<file path="config.mk">
export PLATFORM = sky130hd
export DESIGN_NAME = dma_blk_ctrl
export DESIGN_NICKNAME = d
export VERILOG_FILES = /design/src/rtl/dma_blk_pkg.sv /design/src/rtl/dma_word_ctr.sv /design/src/rtl/dma_addr_ctr.sv /design/src/rtl/dma_data_latch.sv /design/src/rtl/dma_seq_fsm.sv /design/src/rtl/dma_blk_ctrl.sv
export SDC_FILE = /design/constraint.sdc
export NUM_CORES = 1
export LEC_CHECK = 0
export BUFFER_PORTS_ARGS = -buffer_cell sky130_fd_sc_hd__buf_2
export CORE_MARGIN = 2
export CORE_UTILIZATION = 47
export DETAILED_ROUTE_END_ITERATION = 10
export GPL_TIMING_DRIVEN = 1
export HOLD_SLACK_MARGIN = 0.15
export PLACE_DENSITY = 0.87
export SYNTH_ARGS = -nofsm -noshare
export SYNTH_HDL_FRONTEND = slang
export SYNTH_SLANG_ARGS = --single-unit
export TNS_END_PERCENT = 1
</file>
<file path="constraint.sdc">
create_clock -name clk_i -period 2.4 [get_ports clk_i]
set_input_delay 0.48 -clock clk_i [delete_from_list [all_inputs] [get_ports clk_i]]
set_output_delay 0.48 -clock clk_i [all_outputs]
set_load 0.1 [all_outputs]
</file>
<file path="src/rtl/dma_blk_pkg.sv">
package dma_blk_pkg;
  typedef enum logic [2:0] {
    ST_IDLE  = 3'd0,
    ST_REQ   = 3'd1,
    ST_WAIT  = 3'd2,
    ST_FETCH = 3'd3,
    ST_PUT   = 3'd4
  } dma_state_e;
endpackage

</file>
<file path="src/rtl/dma_word_ctr.sv">
module dma_word_ctr #(
  parameter int CNT_W = 8
) (
  input  logic             clk_i,
  input  logic             rst_ni,
  input  logic             load_i,
  input  logic [CNT_W-1:0] cnt_i,
  input  logic             dec_i,
  output logic             zero_o,
  output logic             last_o
);
  localparam logic [CNT_W-1:0] One = CNT_W'(1);

  logic [CNT_W-1:0] cnt_q;

  always_ff @(posedge clk_i or negedge rst_ni) begin
    if (!rst_ni)     cnt_q <= '0;
    else if (load_i) cnt_q <= cnt_i;
    else if (dec_i)  cnt_q <= cnt_q - One;
  end

  assign zero_o = (cnt_q == '0);
  assign last_o = (cnt_q == One);

  assert_no_underflow_R8: assert property (@(posedge clk_i) disable iff (!rst_ni)
    dec_i |-> !zero_o);
endmodule

</file>
<file path="src/rtl/dma_addr_ctr.sv">
module dma_addr_ctr #(
  parameter int ADDR_W = 16
) (
  input  logic              clk_i,
  input  logic              rst_ni,
  input  logic              load_i,
  input  logic [ADDR_W-1:0] addr_i,
  input  logic              inc_i,
  output logic [ADDR_W-1:0] addr_o
);
  localparam logic [ADDR_W-1:0] Step = ADDR_W'(1);

  always_ff @(posedge clk_i or negedge rst_ni) begin
    if (!rst_ni)     addr_o <= '0;
    else if (load_i) addr_o <= addr_i;
    else if (inc_i)  addr_o <= addr_o + Step;
  end

  assert_step_by_one_R7: assert property (@(posedge clk_i) disable iff (!rst_ni)
    (inc_i && !load_i) |=> (addr_o == $past(addr_o) + Step));
endmodule

</file>
<file path="src/rtl/dma_data_latch.sv">
module dma_data_latch #(
  parameter int DATA_W = 16
) (
  input  logic              clk_i,
  input  logic              rst_ni,
  input  logic              cap_i,
  input  logic              m2d_i,
  input  logic [DATA_W-1:0] mem_rdata_i,
  input  logic [DATA_W-1:0] dev_rdata_i,
  output logic [DATA_W-1:0] data_o
);
  always_ff @(posedge clk_i or negedge rst_ni) begin
    if (!rst_ni)    data_o <= '0;
    else if (cap_i) data_o <= m2d_i ? mem_rdata_i : dev_rdata_i;
  end
endmodule

</file>
<file path="src/rtl/dma_seq_fsm.sv">
module dma_seq_fsm
  import dma_blk_pkg::*;
(
  input  logic clk_i,
  input  logic rst_ni,
  input  logic start_i,
  input  logic cnt_zero_i,
  input  logic cnt_last_i,
  input  logic m2d_i,
  input  logic bus_ack_i,
  input  logic dev_rdy_i,
  output logic idle_o,
  output logic cap_o,
  output logic step_o,
  output logic bus_req_o,
  output logic mem_rd_o,
  output logic mem_wr_o,
  output logic dev_rd_o,
  output logic dev_wr_o,
  output logic done_o,
  output logic done_pulse_o
);
  dma_state_e state_q, state_d;
  logic       done_d, pulse_d;

  always_comb begin
    state_d = state_q;
    done_d  = done_o;
    pulse_d = 1'b0;
    unique case (state_q)
      ST_IDLE: if (start_i) begin
        if (cnt_zero_i) begin
          done_d  = 1'b1;
          pulse_d = 1'b1;
        end else begin
          done_d  = 1'b0;
          state_d = ST_REQ;
        end
      end
      ST_REQ:   if (bus_ack_i) state_d = ST_WAIT;
      ST_WAIT:  if (dev_rdy_i) state_d = ST_FETCH;
      ST_FETCH: state_d = ST_PUT;
      ST_PUT: begin
        if (cnt_last_i) begin
          state_d = ST_IDLE;
          done_d  = 1'b1;
          pulse_d = 1'b1;
        end else begin
          state_d = ST_WAIT;
        end
      end
      default: state_d = ST_IDLE;
    endcase
  end

  always_ff @(posedge clk_i or negedge rst_ni) begin
    if (!rst_ni) begin
      state_q      <= ST_IDLE;
      done_o       <= 1'b0;
      done_pulse_o <= 1'b0;
    end else begin
      state_q      <= state_d;
      done_o       <= done_d;
      done_pulse_o <= pulse_d;
    end
  end

  assign idle_o    = (state_q == ST_IDLE);
  assign cap_o     = (state_q == ST_FETCH);
  assign step_o    = (state_q == ST_PUT);
  assign bus_req_o = !idle_o;
  assign mem_rd_o  = cap_o  &&  m2d_i;
  assign dev_rd_o  = cap_o  && !m2d_i;
  assign dev_wr_o  = step_o &&  m2d_i;
  assign mem_wr_o  = step_o && !m2d_i;

  // a fresh request never carries an access in its first cycle
  assert_grant_first_R2: assert property (@(posedge clk_i) disable iff (!rst_ni)
    $rose(bus_req_o) |-> !(mem_rd_o || mem_wr_o || dev_rd_o || dev_wr_o));

  assert_wait_ready_R4: assert property (@(posedge clk_i) disable iff (!rst_ni)
    $rose(mem_rd_o || dev_rd_o) |-> $past(dev_rdy_i));

  assert_one_strobe_R5: assert property (@(posedge clk_i) disable iff (!rst_ni)
    $onehot0({mem_rd_o, mem_wr_o, dev_rd_o, dev_wr_o}));

  assert_read_then_write_R6: assert property (@(posedge clk_i) disable iff (!rst_ni)
    (mem_rd_o || dev_rd_o) |=> (mem_wr_o || dev_wr_o));

  assert_release_pulse_R8: assert property (@(posedge clk_i) disable iff (!rst_ni)
    $fell(bus_req_o) |-> (done_pulse_o && done_o));

  assert_pulse_once_R10: assert property (@(posedge clk_i) disable iff (!rst_ni)
    done_pulse_o |=> !done_pulse_o);
endmodule

</file>
<file path="src/rtl/dma_blk_ctrl.sv">
module dma_blk_ctrl #(
  parameter int ADDR_W = 16,
  parameter int CNT_W  = 8,
  parameter int DATA_W = 16
) (
  input  logic              clk_i,
  input  logic              rst_ni,
  input  logic              cfg_we_i,
  input  logic [ADDR_W-1:0] cfg_addr_i,
  input  logic [CNT_W-1:0]  cfg_count_i,
  input  logic              cfg_dir_i,
  input  logic              start_i,
  output logic              bus_req_o,
  input  logic              bus_ack_i,
  output logic [ADDR_W-1:0] mem_addr_o,
  output logic              mem_rd_o,
  output logic              mem_wr_o,
  output logic [DATA_W-1:0] mem_wdata_o,
  input  logic [DATA_W-1:0] mem_rdata_i,
  input  logic              dev_rdy_i,
  output logic              dev_rd_o,
  output logic              dev_wr_o,
  output logic [DATA_W-1:0] dev_wdata_o,
  input  logic [DATA_W-1:0] dev_rdata_i,
  output logic              done_o,
  output logic              done_pulse_o
);
  logic idle, cap, step, cnt_zero, cnt_last, m2d_q, load;
  logic [DATA_W-1:0] xfer_data;

  assign load = cfg_we_i && idle;

  always_ff @(posedge clk_i or negedge rst_ni) begin
    if (!rst_ni)   m2d_q <= 1'b0;
    else if (load) m2d_q <= cfg_dir_i;
  end

  dma_seq_fsm u_fsm (
    .clk_i        (clk_i),
    .rst_ni       (rst_ni),
    .start_i      (start_i),
    .cnt_zero_i   (cnt_zero),
    .cnt_last_i   (cnt_last),
    .m2d_i        (m2d_q),
    .bus_ack_i    (bus_ack_i),
    .dev_rdy_i    (dev_rdy_i),
    .idle_o       (idle),
    .cap_o        (cap),
    .step_o       (step),
    .bus_req_o    (bus_req_o),
    .mem_rd_o     (mem_rd_o),
    .mem_wr_o     (mem_wr_o),
    .dev_rd_o     (dev_rd_o),
    .dev_wr_o     (dev_wr_o),
    .done_o       (done_o),
    .done_pulse_o (done_pulse_o)
  );

  dma_word_ctr #(.CNT_W(CNT_W)) u_cnt (
    .clk_i  (clk_i),
    .rst_ni (rst_ni),
    .load_i (load),
    .cnt_i  (cfg_count_i),
    .dec_i  (step),
    .zero_o (cnt_zero),
    .last_o (cnt_last)
  );

  dma_addr_ctr #(.ADDR_W(ADDR_W)) u_addr (
    .clk_i  (clk_i),
    .rst_ni (rst_ni),
    .load_i (load),
    .addr_i (cfg_addr_i),
    .inc_i  (step),
    .addr_o (mem_addr_o)
  );

  dma_data_latch #(.DATA_W(DATA_W)) u_data (
    .clk_i       (clk_i),
    .rst_ni      (rst_ni),
    .cap_i       (cap),
    .m2d_i       (m2d_q),
    .mem_rdata_i (mem_rdata_i),
    .dev_rdata_i (dev_rdata_i),
    .data_o      (xfer_data)
  );

  assign mem_wdata_o = xfer_data;
  assign dev_wdata_o = xfer_data;

  assert_cfg_ignored_R11: assert property (@(posedge clk_i) disable iff (!rst_ni)
    (!idle && !step) |=> $stable(mem_addr_o));
endmodule

</file>
### Word level (Yosys, flattened, before mapping)

Cells that the tools add are included.

| cells by class | value |
|---|---|
| muxes and demuxes | 18 |
| add/subtract/negate cells | 2 |
| reduce and logical (&&, ||, !) cells | 13 |
| eq/ne operators | 10 |

Operator list:

| cell | number |
|---|---|
| 16-bit 2-to-1 mux | 3 |
| 16-bit by 1-bit adder with 16-bit output (second input constant) | 1 |
| 8-bit 2-to-1 mux | 2 |
| 3-bit one-hot mux with 5 select lines | 1 |
| 3-bit 2-to-1 mux | 4 |
| 2-bit != test (second input constant) | 5 |
| 8-bit by 1-bit equality test with 1-bit output (second input constant) | 1 |
| 8-bit zero test | 1 |
| 8-bit by 1-bit subtractor with 8-bit output (second input constant) | 1 |
| 3-bit by 2-bit equality test with 1-bit output (second input constant) | 2 |
| 1-bit logical AND | 5 |
| 1-bit 2-to-1 mux | 5 |
| 1-bit one-hot mux with 2 select lines | 2 |
| 4-bit AND reduction | 1 |
| 2-bit nonzero test | 2 |
| 3-bit by 1-bit equality test with 1-bit output (second input constant) | 1 |
| 3-bit equality test (second input constant) | 1 |
| 3-bit zero test | 1 |
| 3-bit AND reduction | 1 |
| 1-bit zero test | 2 |
| 2-bit 2-to-1 mux | 1 |

| word-level totals | value |
|---|---|
| bits of input ports | 63 |
| word-level logic and storage cells | 50 |
| register bits after elaboration | 46 |

### Longest topological paths before layout

| logic depth | value |
|---|---|
| depth after elaboration | 4 |
| depth in mapped cells | 6 |
| mapped depth without buffers | 5 |

### Cells and area by module

Synthesis repeated with hierarchy kept, for this count alone.

| second synthesis, totals | value |
|---|---|
| cells, all modules | 277 |
| area, all modules | 2,641.3 um^2 |

By module, submodules not included:

| module | times used | area each (um^2) | seq. area each (um^2) | cells an instance |
|---|---|---|---|---|
| dma_addr_ctr | 1 | 943.4 | 400.4 | 99 |
| dma_data_latch | 1 | 745.7 | 400.4 | 69 |
| dma_word_ctr | 1 | 475.5 | 200.2 | 53 |
| dma_seq_fsm | 1 | 307.8 | 125.1 | 37 |
| dma_blk_ctrl | 1 | 168.9 | 25.0 | 19 |

### Worst setup path before layout

No wires, ideal clock.

| path | value |
|---|---|
| kind | register -> output |
| start | register u_fsm.state_q[1] |
| end | output port dev_rd_o |
| cell stages (with the launch flop) | 5 |
| data arrival time | 2,365 ps |
| path slack | -445 ps |
| data required time | 1,920 ps |
| cell sequence | dfrtp_1 -> clkbuf_1 -> nand3b_1 -> clkbuf_1 -> nor2_1 |

| on the way | value |
|---|---|
| cells in the longest elaborated chain, start to end | 2 |

RTL lines:

| what | RTL line | text |
|---|---|---|
| from (decl) | dma_seq_fsm.sv:23 | `dma_state_e state_q, state_d;` |
| from (signal assigned) | dma_seq_fsm.sv:62 | `state_q <= state_d;` |
| 3-bit by 2-bit equality test with 1-bit output | dma_seq_fsm.sv:69 | `assign cap_o = (state_q == ST_FETCH);` |
| 1-bit logical AND | dma_seq_fsm.sv:73 | `assign dev_rd_o = cap_o && !m2d_i;` |
| to (decl) | dma_blk_ctrl.sv:21 | `output logic dev_rd_o,` |

Every way passes these cells.

### Worst setup path in the final report

| path | value |
|---|---|
| start | register u_fsm.state_q[0] |
| end | output port mem_wr_o |

| on the way | value |
|---|---|
| cells in the longest elaborated chain, start to end | 2 |

RTL lines:

| what | RTL line | text |
|---|---|---|
| 3-bit equality test | dma_seq_fsm.sv:70 | `assign step_o = (state_q == ST_PUT);` |
| 1-bit logical AND | dma_seq_fsm.sv:75 | `assign mem_wr_o = step_o && !m2d_i;` |
| to (decl) | dma_blk_ctrl.sv:17 | `output logic mem_wr_o,` |

Every way passes these cells.

==> results.toml <==
[synthesis]
postSynthAreaPerCell_sq_um = 9.11
synth_seq_cells = 46
ys_warn_count = 0
synth.area.mux_share = 0.0767
synth_xor_area_frac = 0.0467
synth_edf_count = 0
synth_cells = 288
syn_area_sq_mm = 0.00263
synth_top_family_by_area = "simple AND/OR/NAND/NOR gates"
synthArstFlopShare = 1.00
ys_types = 46
ys_seq_area_frac = 0.439
synth-adder-area-share = 0.0191
synth_top_flop_cell = "dfrtp_1"
synth_compound_area_frac = 0.121
yosys.area_share.simple = 0.215
syn_nets = 355

[die]
initial_utilization = 0.483
coreArea_sq_mm = 0.00544
die_w_um = 78.7
row_count = 27
die_h_um = 78.7
ioPinCount = 118
die_area_sq_mm = 0.00620

[timing]
hold_violations = 0
setup_viol = 0
max_slew_margin = 0.569
slew_viol_final = 0
max_freq_mhz = 435
fin_crit_ns = 2.30
timing.final.crit_share = 0.957
rsz0062_at_grt = "no"
worst_pin_slew_ns = 0.643
clock_skew_ns = 0.00990

[hold_path]
hold_class = "in2async"

[setup_path]
crit_arrival_ns = 1.82
r2r-start = "u_fsm.state_q[0]"
crit_fanout = 13
worstPathRequired_ns = 1.92
end_kind = "output pin"
reg2reg_depth = 4
critPathLaunchType = "register"
r2r_end = "u_addr.addr_o[15]"
reg2reg_setup_slack_ns = 0.39
critical_path_class = "reg2out"

[route]
routed_wl_um = 6390
dr_total_vias = 2421
via_per_inst = 5.25
wl_per_cell_um = 13.9
drcViolationCount = 0
first_pass_iters = 4
dr.first_iter.drc_count = 117
ant_nets = 0

[placed_design]
dpl.hpwl_um = 4950
io_buffer_count = 117
gp_routability_congestion = 0.798
place_inst = 453

[clock_tree]
cts_buffers = 5
cts_setup_buffers = 0
postCtsResizedCells = 0
htreeDepth = 2
cts_tree = "built"
clock_path_buffers = 2
root_buffer = "clkbuf_8"
worstSkewPairLatency_ns = 0.30
numClockSinks = 46
clkTransAtPathRegs_ns = 0.08
cts_hold_buf = 0

[global_route]
grt_antenna_before_repair = 0
grt_max_degree = 25
grt_pass1_wl_um = 10300
grt_usage = 0.209
grt-ovfl-total = 0
grt_pass1_vias = 2307

[outcome]
outcome = "completed"

[finish]
seq_area_sq_mm = 0.00115
diodes = 0
multi_input_area_sq_mm = 0.00126
drive_above_1_share = 0.352
syn_to_final_growth_pct = 26.8
nets = 455
final_common_cell = "buf_2"
final.fill_count = 469
mostFrequentLayoutCells = "113 x buf_2, 48 x nand2_1, 46 x dfrtp_1"
final_cell_count_no_fill = 461

[job]
drv_cap = 0
sequential cells by signal, summed over array words and instances, names as in the netlist:
name	count
u_addr.addr_o	16
u_data.data_o	16
u_cnt.cnt_q	8
u_fsm.state_q	3
m2d_q	1
u_fsm.done_o	1
u_fsm.done_pulse_o	1
kinds of logic (layout without fill, tap and decap cells):
group | count (synthesis) | after routing
AOI/OAI and AO/OA | 55 | 55
xor gates and xnor gates | 14 | 14
adders and majority gates | 4 | 4
buffers and inverters | 40 | 141
DFF | 46 | 46
muxes | 20 | 20
and+or+nand+nor | 109 | 109
worst max-delay path: stages, from the launching register on:
cell and delay, ns:
dfrtp_1 0.53, or3b_4 0.57, nor2_1 0.21, buf_12 0.20
cell type report:
type / count / area share
Clock buffer: 7 / 0.0259
Clock inverter: 1 / 0.00150
Inverter: 9 / 0.0102
Multi-Input combinational cell: 202 / 0.380
Sequential cell: 46 / 0.346
Tap cell: 72 / 0.0271
Timing Repair Buffer: 124 / 0.210
worst max-delay path by stage:
stage / startpoint / cells past startpoint / to / slack, ns
after floorplan: u_fsm.state_q[1] / 4 / dev_rd_o / -0.45
after global placement: u_fsm.state_q[0] / 3 / dev_wr_o / 0.46
after detailed placement: u_fsm.state_q[0] / 4 / u_addr.addr_o[15] / 0.41
after CTS: u_fsm.state_q[0] / 3 / mem_wr_o / 0.1
after global routing: u_fsm.state_q[0] / 3 / mem_wr_o / 0.03
final: u_fsm.state_q[0] / 3 / mem_wr_o / 0.10
metrics by stage:
step	cell area (sq um)	setup TNS (ns)	util	worst slack (ns)	hold slack, ns
after floorplan	2630	-1.67	-	-0.445	0.184
after global placement	3240	0	0.595	0.465	0.474
after detailed placement	3240	0	0.595	0.412	0.489
after CTS	3330	0	0.612	0.0979	0.171
after global routing	3330	0	0.612	0.0323	0.196
final	3330	0	0.612	0.102	0.158
cell usage after synthesis (2+ instances only):
| cell | number | area [sq um] |
|---|---|---|
| dfrtp_1 | 46 | 1150 |
| and3_1 | 3 | 18.8 |
| nand3_1 | 6 | 30.0 |
| inv_1 | 9 | 33.8 |
| nor4b_2 | 2 | 30.0 |
| nor4_1 | 6 | 37.5 |
| xor2_1 | 7 | 61.3 |
| nand2_1 | 48 | 180 |
| clkbuf_1 | 9 | 33.8 |
| nor2_1 | 18 | 67.6 |
| mux2i_1 | 19 | 190 |
| o21ai_0 | 30 | 150 |
| a21oi_1 | 10 | 50.1 |
| buf_4 | 17 | 128 |
| a221o_1 | 3 | 30.0 |
| nor3_1 | 6 | 30.0 |
| nand3b_1 | 3 | 22.5 |
| xnor2_1 | 7 | 61.3 |
| o21ai_1 | 3 | 15.0 |
| ha_1 | 4 | 50.1 |
| buf_2 | 4 | 20.0 |
| nand4_1 | 4 | 25.0 |
routing by layer:
metal,up-vias,part of all wire,global-route usage
li1,1186,-,-
met1,1146,0.42,0.255
met2,81,0.50,0.367
met3,8,0.067,0.0398
met4,0,0.012,0.0772
met5,-,0,0
Power is left out: the tool's default activity adds up to more than one toggle a clock period on the data nets, which glitch-free logic cannot reach.
